### config.mk
export PLATFORM = sky130hd
export DESIGN_NAME = rabuf_write_seq
export DESIGN_NICKNAME = d
export VERILOG_FILES = /design/src/rtl/rabuf_pkg.sv /design/src/rtl/rabuf_ptr_track.sv /design/src/rtl/rabuf_xact_seq.sv /design/src/rtl/rabuf_write_seq.sv
export SDC_FILE = /design/constraint.sdc
export NUM_CORES = 1
export LEC_CHECK = 0
export BUFFER_PORTS_ARGS = -buffer_cell sky130_fd_sc_hd__buf_2
export CAP_MARGIN = 20
export CORE_AREA = 3 3 76 78
export DETAILED_ROUTE_END_ITERATION = 8
export DIE_AREA = 0 0 79 81
export PLACE_DENSITY = 0.71
export SLEW_MARGIN = 20
export SYNTH_ARGS = -nofsm -noshare
export SYNTH_HDL_FRONTEND = slang
export SYNTH_SLANG_ARGS = --single-unit
### constraint.sdc
create_clock -name clk -period 3.9 [get_ports clk]
set_clock_uncertainty 0.15 [all_clocks]
set_input_delay 0.39 -clock clk [delete_from_list [all_inputs] [get_ports clk]]
set_output_delay 0.39 -clock clk [all_outputs]
set_load 0.01 [all_outputs]
### src/rtl/rabuf_pkg.sv
package rabuf_pkg;
  typedef enum logic [0:0] {
    ST_IDLE = 1'b0,
    ST_WAIT = 1'b1
  } seq_state_e;
endpackage

### src/rtl/rabuf_ptr_track.sv
module rabuf_ptr_track #(
  parameter int ADDR_W = 16
) (
  input  logic              clk,
  input  logic              rst,
  input  logic              load,
  input  logic [ADDR_W-1:0] addr_in,
  output logic [ADDR_W-1:0] resolved,
  output logic [ADDR_W-1:0] ptr_q
);
  localparam int SENT_BIT = ADDR_W - 1;

  // The sentinel bit selects the stored pointer plus one.
  always_comb begin
    if (addr_in[SENT_BIT]) resolved = ptr_q + ADDR_W'(1);
    else                   resolved = addr_in;
  end

  always_ff @(posedge clk) begin
    if (rst)       ptr_q <= '0;
    else if (load) ptr_q <= resolved;
  end


  ptr_inc_chk: assert property (@(posedge clk) disable iff (rst)
    (load && addr_in[SENT_BIT]) |=> (ptr_q == ADDR_W'($past(ptr_q) + ADDR_W'(1))));


  ptr_hold_chk: assert property (@(posedge clk) disable iff (rst)
    !load |=> $stable(ptr_q));
endmodule

### src/rtl/rabuf_xact_seq.sv
module rabuf_xact_seq
  import rabuf_pkg::*;
#(
  parameter int                ADDR_W     = 16,
  parameter int                DW         = 8,
  parameter int                REG_AW     = 8,
  parameter logic [REG_AW-1:0] PTR_LO_REG = 8'h22,
  parameter logic [REG_AW-1:0] DATA_REG   = 8'h24
) (
  input  logic              clk,
  input  logic              rst,
  input  logic              start,
  input  logic [ADDR_W-1:0] resolved,
  input  logic [ADDR_W-1:0] ptr_q,
  input  logic [DW-1:0]     data_in,
  output logic              accept,
  output logic              port_go,
  output logic              port_rw,
  output logic [REG_AW-1:0] port_reg_addr,
  output logic [DW-1:0]     port_wdata,
  input  logic              port_done,
  output logic              done
);
  localparam int NPTR  = ADDR_W / DW;
  localparam int NX    = NPTR + 1;
  localparam int PH_W  = $clog2(NX + 1);
  localparam logic [PH_W-1:0] LAST_PH = PH_W'(NX - 1);

  seq_state_e        state;
  logic [PH_W-1:0]   phase;
  logic [PH_W-1:0]   nph;
  logic [DW-1:0]     data_q;
  logic [DW-1:0]     ptr_byte [NPTR];
  logic [REG_AW-1:0] nxt_reg;
  logic [DW-1:0]     nxt_wdata;

  // Split the pointer into register-sized bytes, least significant first.
  for (genvar i = 0; i < NPTR; i++) begin : g_bytes
    assign ptr_byte[i] = ptr_q[i*DW +: DW];
  end

  assign accept = start && (state == ST_IDLE);
  assign nph    = phase + PH_W'(1);

  always_comb begin
    nxt_reg   = DATA_REG;
    nxt_wdata = data_q;
    for (int i = 1; i < NPTR; i++) begin
      if (nph == PH_W'(i)) begin
        nxt_reg   = PTR_LO_REG + REG_AW'(i);
        nxt_wdata = ptr_byte[i];
      end
    end
  end

  always_ff @(posedge clk) begin
    if (rst) begin
      state         <= ST_IDLE;
      phase         <= '0;
      data_q        <= '0;
      port_go       <= 1'b0;
      port_rw       <= 1'b1;
      port_reg_addr <= '0;
      port_wdata    <= '0;
      done          <= 1'b0;
    end else begin
      port_go <= 1'b0;
      port_rw <= 1'b1;
      done    <= 1'b0;
      case (state)
        ST_IDLE: begin
          if (start) begin
            data_q        <= data_in;
            phase         <= '0;
            port_go       <= 1'b1;
            port_rw       <= 1'b0;
            port_reg_addr <= PTR_LO_REG;
            port_wdata    <= resolved[DW-1:0];
            state         <= ST_WAIT;
          end
        end
        default: begin
          if (port_done) begin
            if (phase == LAST_PH) begin
              done  <= 1'b1;
              state <= ST_IDLE;
            end else begin
              phase         <= nph;
              port_go       <= 1'b1;
              port_rw       <= 1'b0;
              port_reg_addr <= nxt_reg;
              port_wdata    <= nxt_wdata;
            end
          end
        end
      endcase
    end
  end


  go_rw_low_chk: assert property (@(posedge clk) disable iff (rst)
    port_go |-> !port_rw);


  go_pulse_chk: assert property (@(posedge clk) disable iff (rst)
    port_go |=> !port_go);


  go_after_done_chk: assert property (@(posedge clk) disable iff (rst)
    (state == ST_WAIT && !port_done) |=> !port_go);


  done_pulse_chk: assert property (@(posedge clk) disable iff (rst)
    done |=> !done);


  done_cause_chk: assert property (@(posedge clk) disable iff (rst)
    $rose(done) |-> $past(port_done));
endmodule

### src/rtl/rabuf_write_seq.sv
module rabuf_write_seq #(
  parameter int         ADDR_W     = 16,
  parameter int         DW         = 8,
  parameter int         REG_AW     = 8,
  parameter logic [7:0] PTR_LO_REG = 8'h22,
  parameter logic [7:0] DATA_REG   = 8'h24
) (
  input  logic              clk,
  input  logic              rst,
  input  logic              start,
  input  logic [ADDR_W-1:0] addr,
  input  logic [DW-1:0]     data,
  output logic              port_go,
  output logic              port_rw,
  output logic [REG_AW-1:0] port_reg_addr,
  output logic [DW-1:0]     port_wdata,
  input  logic              port_done,
  output logic              done
);
  logic              accept;
  logic [ADDR_W-1:0] resolved;
  logic [ADDR_W-1:0] ptr_q;

  rabuf_ptr_track #(.ADDR_W(ADDR_W)) ptr_i (
    .clk      (clk),
    .rst      (rst),
    .load     (accept),
    .addr_in  (addr),
    .resolved (resolved),
    .ptr_q    (ptr_q)
  );

  rabuf_xact_seq #(
    .ADDR_W     (ADDR_W),
    .DW         (DW),
    .REG_AW     (REG_AW),
    .PTR_LO_REG (REG_AW'(PTR_LO_REG)),
    .DATA_REG   (REG_AW'(DATA_REG))
  ) seq_i (
    .clk           (clk),
    .rst           (rst),
    .start         (start),
    .resolved      (resolved),
    .ptr_q         (ptr_q),
    .data_in       (data),
    .accept        (accept),
    .port_go       (port_go),
    .port_rw       (port_rw),
    .port_reg_addr (port_reg_addr),
    .port_wdata    (port_wdata),
    .port_done     (port_done),
    .done          (done)
  );


  rw_idle_high_chk: assert property (@(posedge clk) disable iff (rst)
    !port_go |-> port_rw);
endmodule

==> impl_metrics.py, run 1 <==
metrics = {
    "worst_setup_path": {
        "cp.arrival_ps": 2020,
        "worstPathCellList": "nand2b_4 -> nand2_1 -> o311ai_0 -> a21oi_1",
        "crit_type": "register to register",
        "path_max_fanout": 37,
        "max_stage_delay_ps": 650,
        "crit_path_end_kind": "register",
        "crit_slowest_cell": "dfxtp_1",
        "cp.required_ps": 3890,
        "startpoint_type": "register",
    },
    "grt": {
        "grt_pass1_vias": 1777,
        "grt_pass1_wl_um": 8804,
        "grt_usage_pct": 17.46,
        "overflow": 0,
        "grt_max_degree": 44,
        "antenna_found_initial": 0,
    },
    "timing": {
        "slew_violations": 0,
        "rsz0062_at_grt": "false",
        "tns_ps": 0,
        "tightest_slew_ps": 807.5,
        "setup_viol": 0,
        "clock.fmax_ghz": 0.4941,
        "post-route-period-util_pct": 51.90,
        "slew_headroom_pct": 46.17,
        "post-route-min-period_ps": 2024,
        "hold_viol": 0,
    },
    "outcome": {
        "status": "finished, final reports clean",
    },
    "detailed_routing": {
        "drt-pass1-iter-count": 4,
        "routedWlPerCell_um": 14.25,
        "drtAntennaViolNets": 0,
        "via_per_inst": 5.419,
        "drt_iter0_drc": 188,
        "vias": 2070,
        "wl_um": 5443,
        "drc": 0,
    },
    "synth": {
        "async_flop_share_pct": 0,
        "synth_edf_count": 0,
        "ys_ff_latch": 42,
        "netlist_instances": 289,
        "yosysTopAreaCell": "dfxtp_1",
        "ys_types": 48,
        "ys_warn_count": 0,
        "synth_top_area_share_pct": 37.05,
        "netlist_area_mm2": 0.002270,
        "synth.area.top_cells": "dfxtp_1 37%, nand2_1 8.9%, a21oi_1 6.6%",
        "ys_seq_area_share_pct": 37.05,
        "syn_avg_cell_area_um2": 7.854,
        "synth_top_flop_cell": "dfxtp_1",
    },
    "floorplan": {
        "die_h_um": 81,
        "die_w_um": 79,
        "start_util_pct": 44.16,
        "core_area_mm2": 0.005140,
        "rows": 26,
        "io_pins": 47,
        "die_area_mm2": 0.006399,
    },
    "cts": {
        "post-cts-setup-buffer-count": 0,
        "postCtsHoldBufs": 0,
        "clk_pin_slew_ps": 70,
        "root_buffer": "clkbuf_8",
        "clock_latency_ps": 290,
        "cts_tree": "built",
        "cts_buffers": 5,
        "clock_sinks": 42,
        "ctsHtreeMaxLevel": 2,
        "max-clock-path-buffers": 2,
        "cts.repair.resized": 0,
    },
    "pwr": {
        "p_int_w": 0.0006480,
        "comb_power_share_pct": 15.6,
        "p_clk_share_pct": 30.8,
        "p_switching_w": 0.0002513,
        "p_leak_nw": 0.9963,
        "ir_worst_vdd_mv": 0.1636,
        "switching_share_pct": 27.94,
        "powerDensity_mw_per_mm2": 356.9,
        "seqPwrFrac_pct": 53.6,
    },
    "final_layout": {
        "fin_nets": 344,
        "final_common_cell": "nand2_1",
        "nFillCells": 549,
        "n_antenna_cell": 0,
        "fin_cells": 382,
        "final_cell_mix": "54 x nand2_1, 42 x buf_2, 42 x dfxtp_1",
        "drive_gt1_share_pct": 19.87,
        "syn_to_final_growth_pct": 11.03,
    },
    "min_path": {
        "hp-class": "primary input to register",
    },
    "placed_design": {
        "dp.cells": 376,
        "io_buffer_count": 42,
        "gp_congestion": 0.8122,
        "hpwlAfterDp_um": 3770,
    },
    "job": {
        "cap_violations": 0,
    },
}
final cells by class:
type | count | area, µm² | area share (%)
inverter | 6 | 22.52 | 0.8937
sequential | 42 | 840.8 | 33.37
multi-input combinational | 215 | 1269 | 50.35
tap | 70 | 87.58 | 3.476
clock buffer | 6 | 82.58 | 3.277
timing repair buffer | 43 | 217.7 | 8.640
sequential cells by signal, summed over array words and instances (netlist names):
| signal | cells |
|---|---|
| ptr_i.ptr_q | 16 |
| seq_i.data_q | 8 |
| seq_i.done | 1 |
| seq_i.phase | 2 |
| seq_i.port_go | 1 |
| seq_i.port_reg_addr | 4 |
| seq_i.port_rw | 1 |
| seq_i.port_wdata | 8 |
| seq_i.state | 1 |
routing by layer:
layer | track usage (%) | share of wire (%)
met1 | 25.48 | 49
met2 | 25.84 | 45
met3 | 3.991 | 5.1
met4 | 4.639 | 0.83
met5 | 0 | 0
power by group through the flow:
stage / Combinational, W / Clock, W / Sequential [W]
6_report: 0.000140 / 0.000277 / 0.000482
5_1_grt: 0.000158 / 0.000297 / 0.000486
4_1_cts: 0.000142 / 0.000282 / 0.000482
3_5_place_dp: 0.000141 / 0 / 0.000492
3_3_place_gp: 0.000138 / 0 / 0.000492
2_1_floorplan: 0.000106 / 0 / 0.000485
kinds of logic after synthesis:
group / synth area share (%)
AND/OR/NAND/NOR: 27.62
AO/OA/AOI/OAI: 19.18
flip-flops: 37.05
buffers and inverters: 7.553
multiplexers: 5.623
adder cells (fa/ha/maj): 1.654
XOR/XNOR: 1.158
other: 0.1652
per-stage QoR:
step	power (W)	worst slack, ps	instance area, µm²	hold slack, ps	util, %
after global placement	0.0006300	1647	2437	291.3	47.42
after floorplan	0.0005907	2214	2281	283.8	-
after global routing	0.0009416	1728	2520	180.8	49.03
after detailed placement	0.0006330	1588	2437	295.6	47.42
after CTS	0.0009058	1863	2520	178.3	49.03
final	0.0008992	1876	2520	183.1	49.03
critical path, delay by kind of cell (launching register included):
| family | cells | cell delay (ps) |
|---|---|---|
| and+or+nand+nor | 2 | 780 |
| DFF | 1 | 650 |
| AOI/OAI and AO/OA | 2 | 280 |
synthesized netlist by cell type (all sizes together), types with 2 or more instances:
master and instances:
and2 2, clkbuf 13, o2bb2ai 2, nand4b 2
nand4 4, o311ai 7, a21o 3, xor2 2
or3 2, nor2 16, a31oi 8, mux2i 6
mux2 6, o32ai 2, a211o 2, nor3b 2
o21ai 7, nor3 7, and4 3, dfxtp 42
nor4 7, ha 3, nand3 12, o211ai 3
buf 16, a21oi 31, nand2 54, inv 6
nor2b 5, and3 3
path summary, 6_finish.rpt:
path | start | endpoint | slack, ps | cells past startpoint
worst max register to register | seq_i.state | seq_i.port_wdata[0] | 1880 | 4
worst max-delay path | seq_i.state | seq_i.port_wdata[0] | 1880 | 4
worst min register to register | seq_i.port_wdata[0] | seq_i.port_wdata[0] | 300 | 2
worst min-delay path | data[4] | seq_i.data_q[4] | 180 | 3
(Power assumes the default switching activity.)
==> inputs of run 2 (changes only) <==
clock period = 2 ns   (was 3.9 ns; I/O delays follow)
==> run 2 against run 1 <==
  * Core utilization up 3.5 points
  * Hold slack worse by 170 ps
  * Via count up 5.9%
  * Global-route usage grew 1.7 points
  * Clock power grew 150%
  * Combinational power increased by 130%
  * Sequential share of layout area is 2.2 points lower
  * Register-to-register slack lost 1800 ps
  * Count of clock-buffer cells in the layout unchanged
  * Sequential power up 94%
  * Flip-flop and latch count did not move
  * Final cell count up 5.0%
  * Critical path type unchanged
==> impl_metrics.py, run 2 (same netlist as run 1, synthesis figures left out) <==
metrics = {
    "floorplan": {
        "io_pins": 47,
        "die_w_um": 79,
        "rows": 26,
        "core_area_mm2": 0.005140,
        "die_h_um": 81,
        "die_area_mm2": 0.006399,
        "start_util_pct": 44.16,
    },
    "final_layout": {
        "fin_nets": 362,
        "final_cell_mix": "54 x nand2_1, 42 x buf_2, 42 x dfxtp_1",
        "final_common_cell": "nand2_1",
        "drive_gt1_share_pct": 22.96,
        "top_regs": "ptr_i.ptr_q (16), seq_i.data_q (8), seq_i.port_wdata (8)",
        "syn_to_final_growth_pct": 18.85,
        "largest_reg_flops": 16,
        "n_antenna_cell": 0,
        "regMostFlops": "ptr_i.ptr_q",
        "nFillCells": 548,
    },
    "detailed_routing": {
        "drt_iter0_drc": 187,
        "routedWlPerCell_um": 14.79,
        "vias": 2192,
        "drtAntennaViolNets": 0,
        "wl_um": 5932,
        "drt-pass1-iter-count": 4,
        "drc": 0,
        "via_per_inst": 5.466,
    },
    "worst_setup_path": {
        "cp.required_ps": 2080,
        "startpoint_type": "register",
        "cp.arrival_ps": 1980,
        "max_stage_delay_ps": 400,
        "crit_path_end_kind": "register",
        "crit_type": "register to register",
        "path_max_fanout": 5,
        "crit_slowest_cell": "dfxtp_1",
        "worstPathCellList": "ha_1 -> nand2_1 -> nor4_1 -> mux2_2 -> a21oi_2",
    },
    "pwr": {
        "p_leak_nw": 1.094,
        "powerDensity_mw_per_mm2": 717.6,
        "ir_worst_vdd_mv": 0.4195,
    },
    "timing": {
        "hold-worst-slack_ps": 11.46,
        "hold_viol": 0,
        "clock.fmax_ghz": 0.5281,
        "rsz0062_at_grt": "false",
        "tns_ps": 0,
        "slew_violations": 0,
        "post-route-min-period_ps": 1894,
        "post-route-period-util_pct": 94.68,
        "setup_viol": 0,
    },
    "placed_design": {
        "hpwlAfterDp_um": 4327,
        "gp_congestion": 0.8269,
        "io_buffer_count": 42,
    },
    "grt": {
        "grt_usage_pct": 19.17,
        "antenna_found_initial": 0,
        "grt_pass1_vias": 1993,
        "grt_max_degree": 27,
        "overflow": 0,
        "grt_pass1_wl_um": 9632,
    },
    "cts": {
        "root_buffer": "clkbuf_8",
        "max-clock-path-buffers": 2,
        "post-cts-setup-buffer-count": 0,
        "clk_pin_slew_ps": 80,
        "cts_tree": "built",
        "cts_buffers": 5,
        "ctsHtreeMaxLevel": 2,
        "clock_sinks": 42,
        "clock_latency_ps": 290,
    },
    "min_path": {
        "hp-class": "primary input to register",
    },
    "outcome": {
        "status": "finished, final reports clean",
    },
    "job": {
        "cap_violations": 0,
    },
}
-- run 2: where the power goes --
group          leakage [nW]  total [W]  internal (W)  switching [W]
Sequential            0.344   0.000933      0.000888      0.0000459
Combinational         0.692   0.000319      0.000136       0.000183
Clock                0.0573   0.000684      0.000399       0.000284
-- run 2: area by class of cell --
type | count | area [µm²] | share of cell area (%)
clock buffers | 6 | 82.58 | 3.061
flip-flops and latches | 42 | 840.8 | 31.17
multi-input cells | 215 | 1269 | 47.03
repair buffers | 61 | 365.4 | 13.54
well taps | 70 | 87.58 | 3.247
inverters | 6 | 22.52 | 0.8349
clock inverters | 1 | 30.03 | 1.113
-- run 2: critical path, delay by kind of cell, from the launching register on --
kind	cells	cell delay [ps]
adders and majority gates	1	280
and+or+nand+nor	2	480
AOI/OAI and AO/OA	1	130
DFF	1	400
muxes	1	390
-- run 2: repair_timing --
item	in CTS	in global routing
gates resized for setup	0	0
hold endpoints to repair	5	0
setup endpoints to repair	0	0
hold buffers	5	0
-- run 2: worst paths after layout --
kind / slack (ps) / to / start / depth (start not counted)
min: 10 / seq_i.data_q[3] / data[3] / 3
max: 110 / ptr_i.ptr_q[14] / ptr_i.ptr_q[0] / 5
min reg2reg: 300 / seq_i.port_wdata[1] / seq_i.port_wdata[1] / 2
max reg2reg: 110 / ptr_i.ptr_q[14] / ptr_i.ptr_q[0] / 5
-- run 2: per-stage QoR --
step | util (%) | total power [W] | setup WS (ps) | cells | area [µm²]
2_1_floorplan | - | 0.001152 | 314.0 | 292 | 2281
3_3_place_gp | 49.32 | 0.001255 | 229.9 | 389 | 2535
3_5_place_dp | 49.32 | 0.001263 | 173.7 | 389 | 2535
4_1_cts | 52.48 | 0.001949 | 149.0 | 401 | 2698
5_1_grt | 52.48 | 0.002033 | 59.19 | 401 | 2698
6_report | 52.48 | 0.001936 | 106.3 | 401 | 2698
-- run 2: layer usage --
metal / share of wire [%] / wire, µm / GRT usage [%]
met5: 0 / 0 / 0
met4: 1.0 / 62 / 5.498
met3: 6.8 / 401 / 3.659
met2: 47 / 2768 / 29.71
met1: 45 / 2699 / 27.19
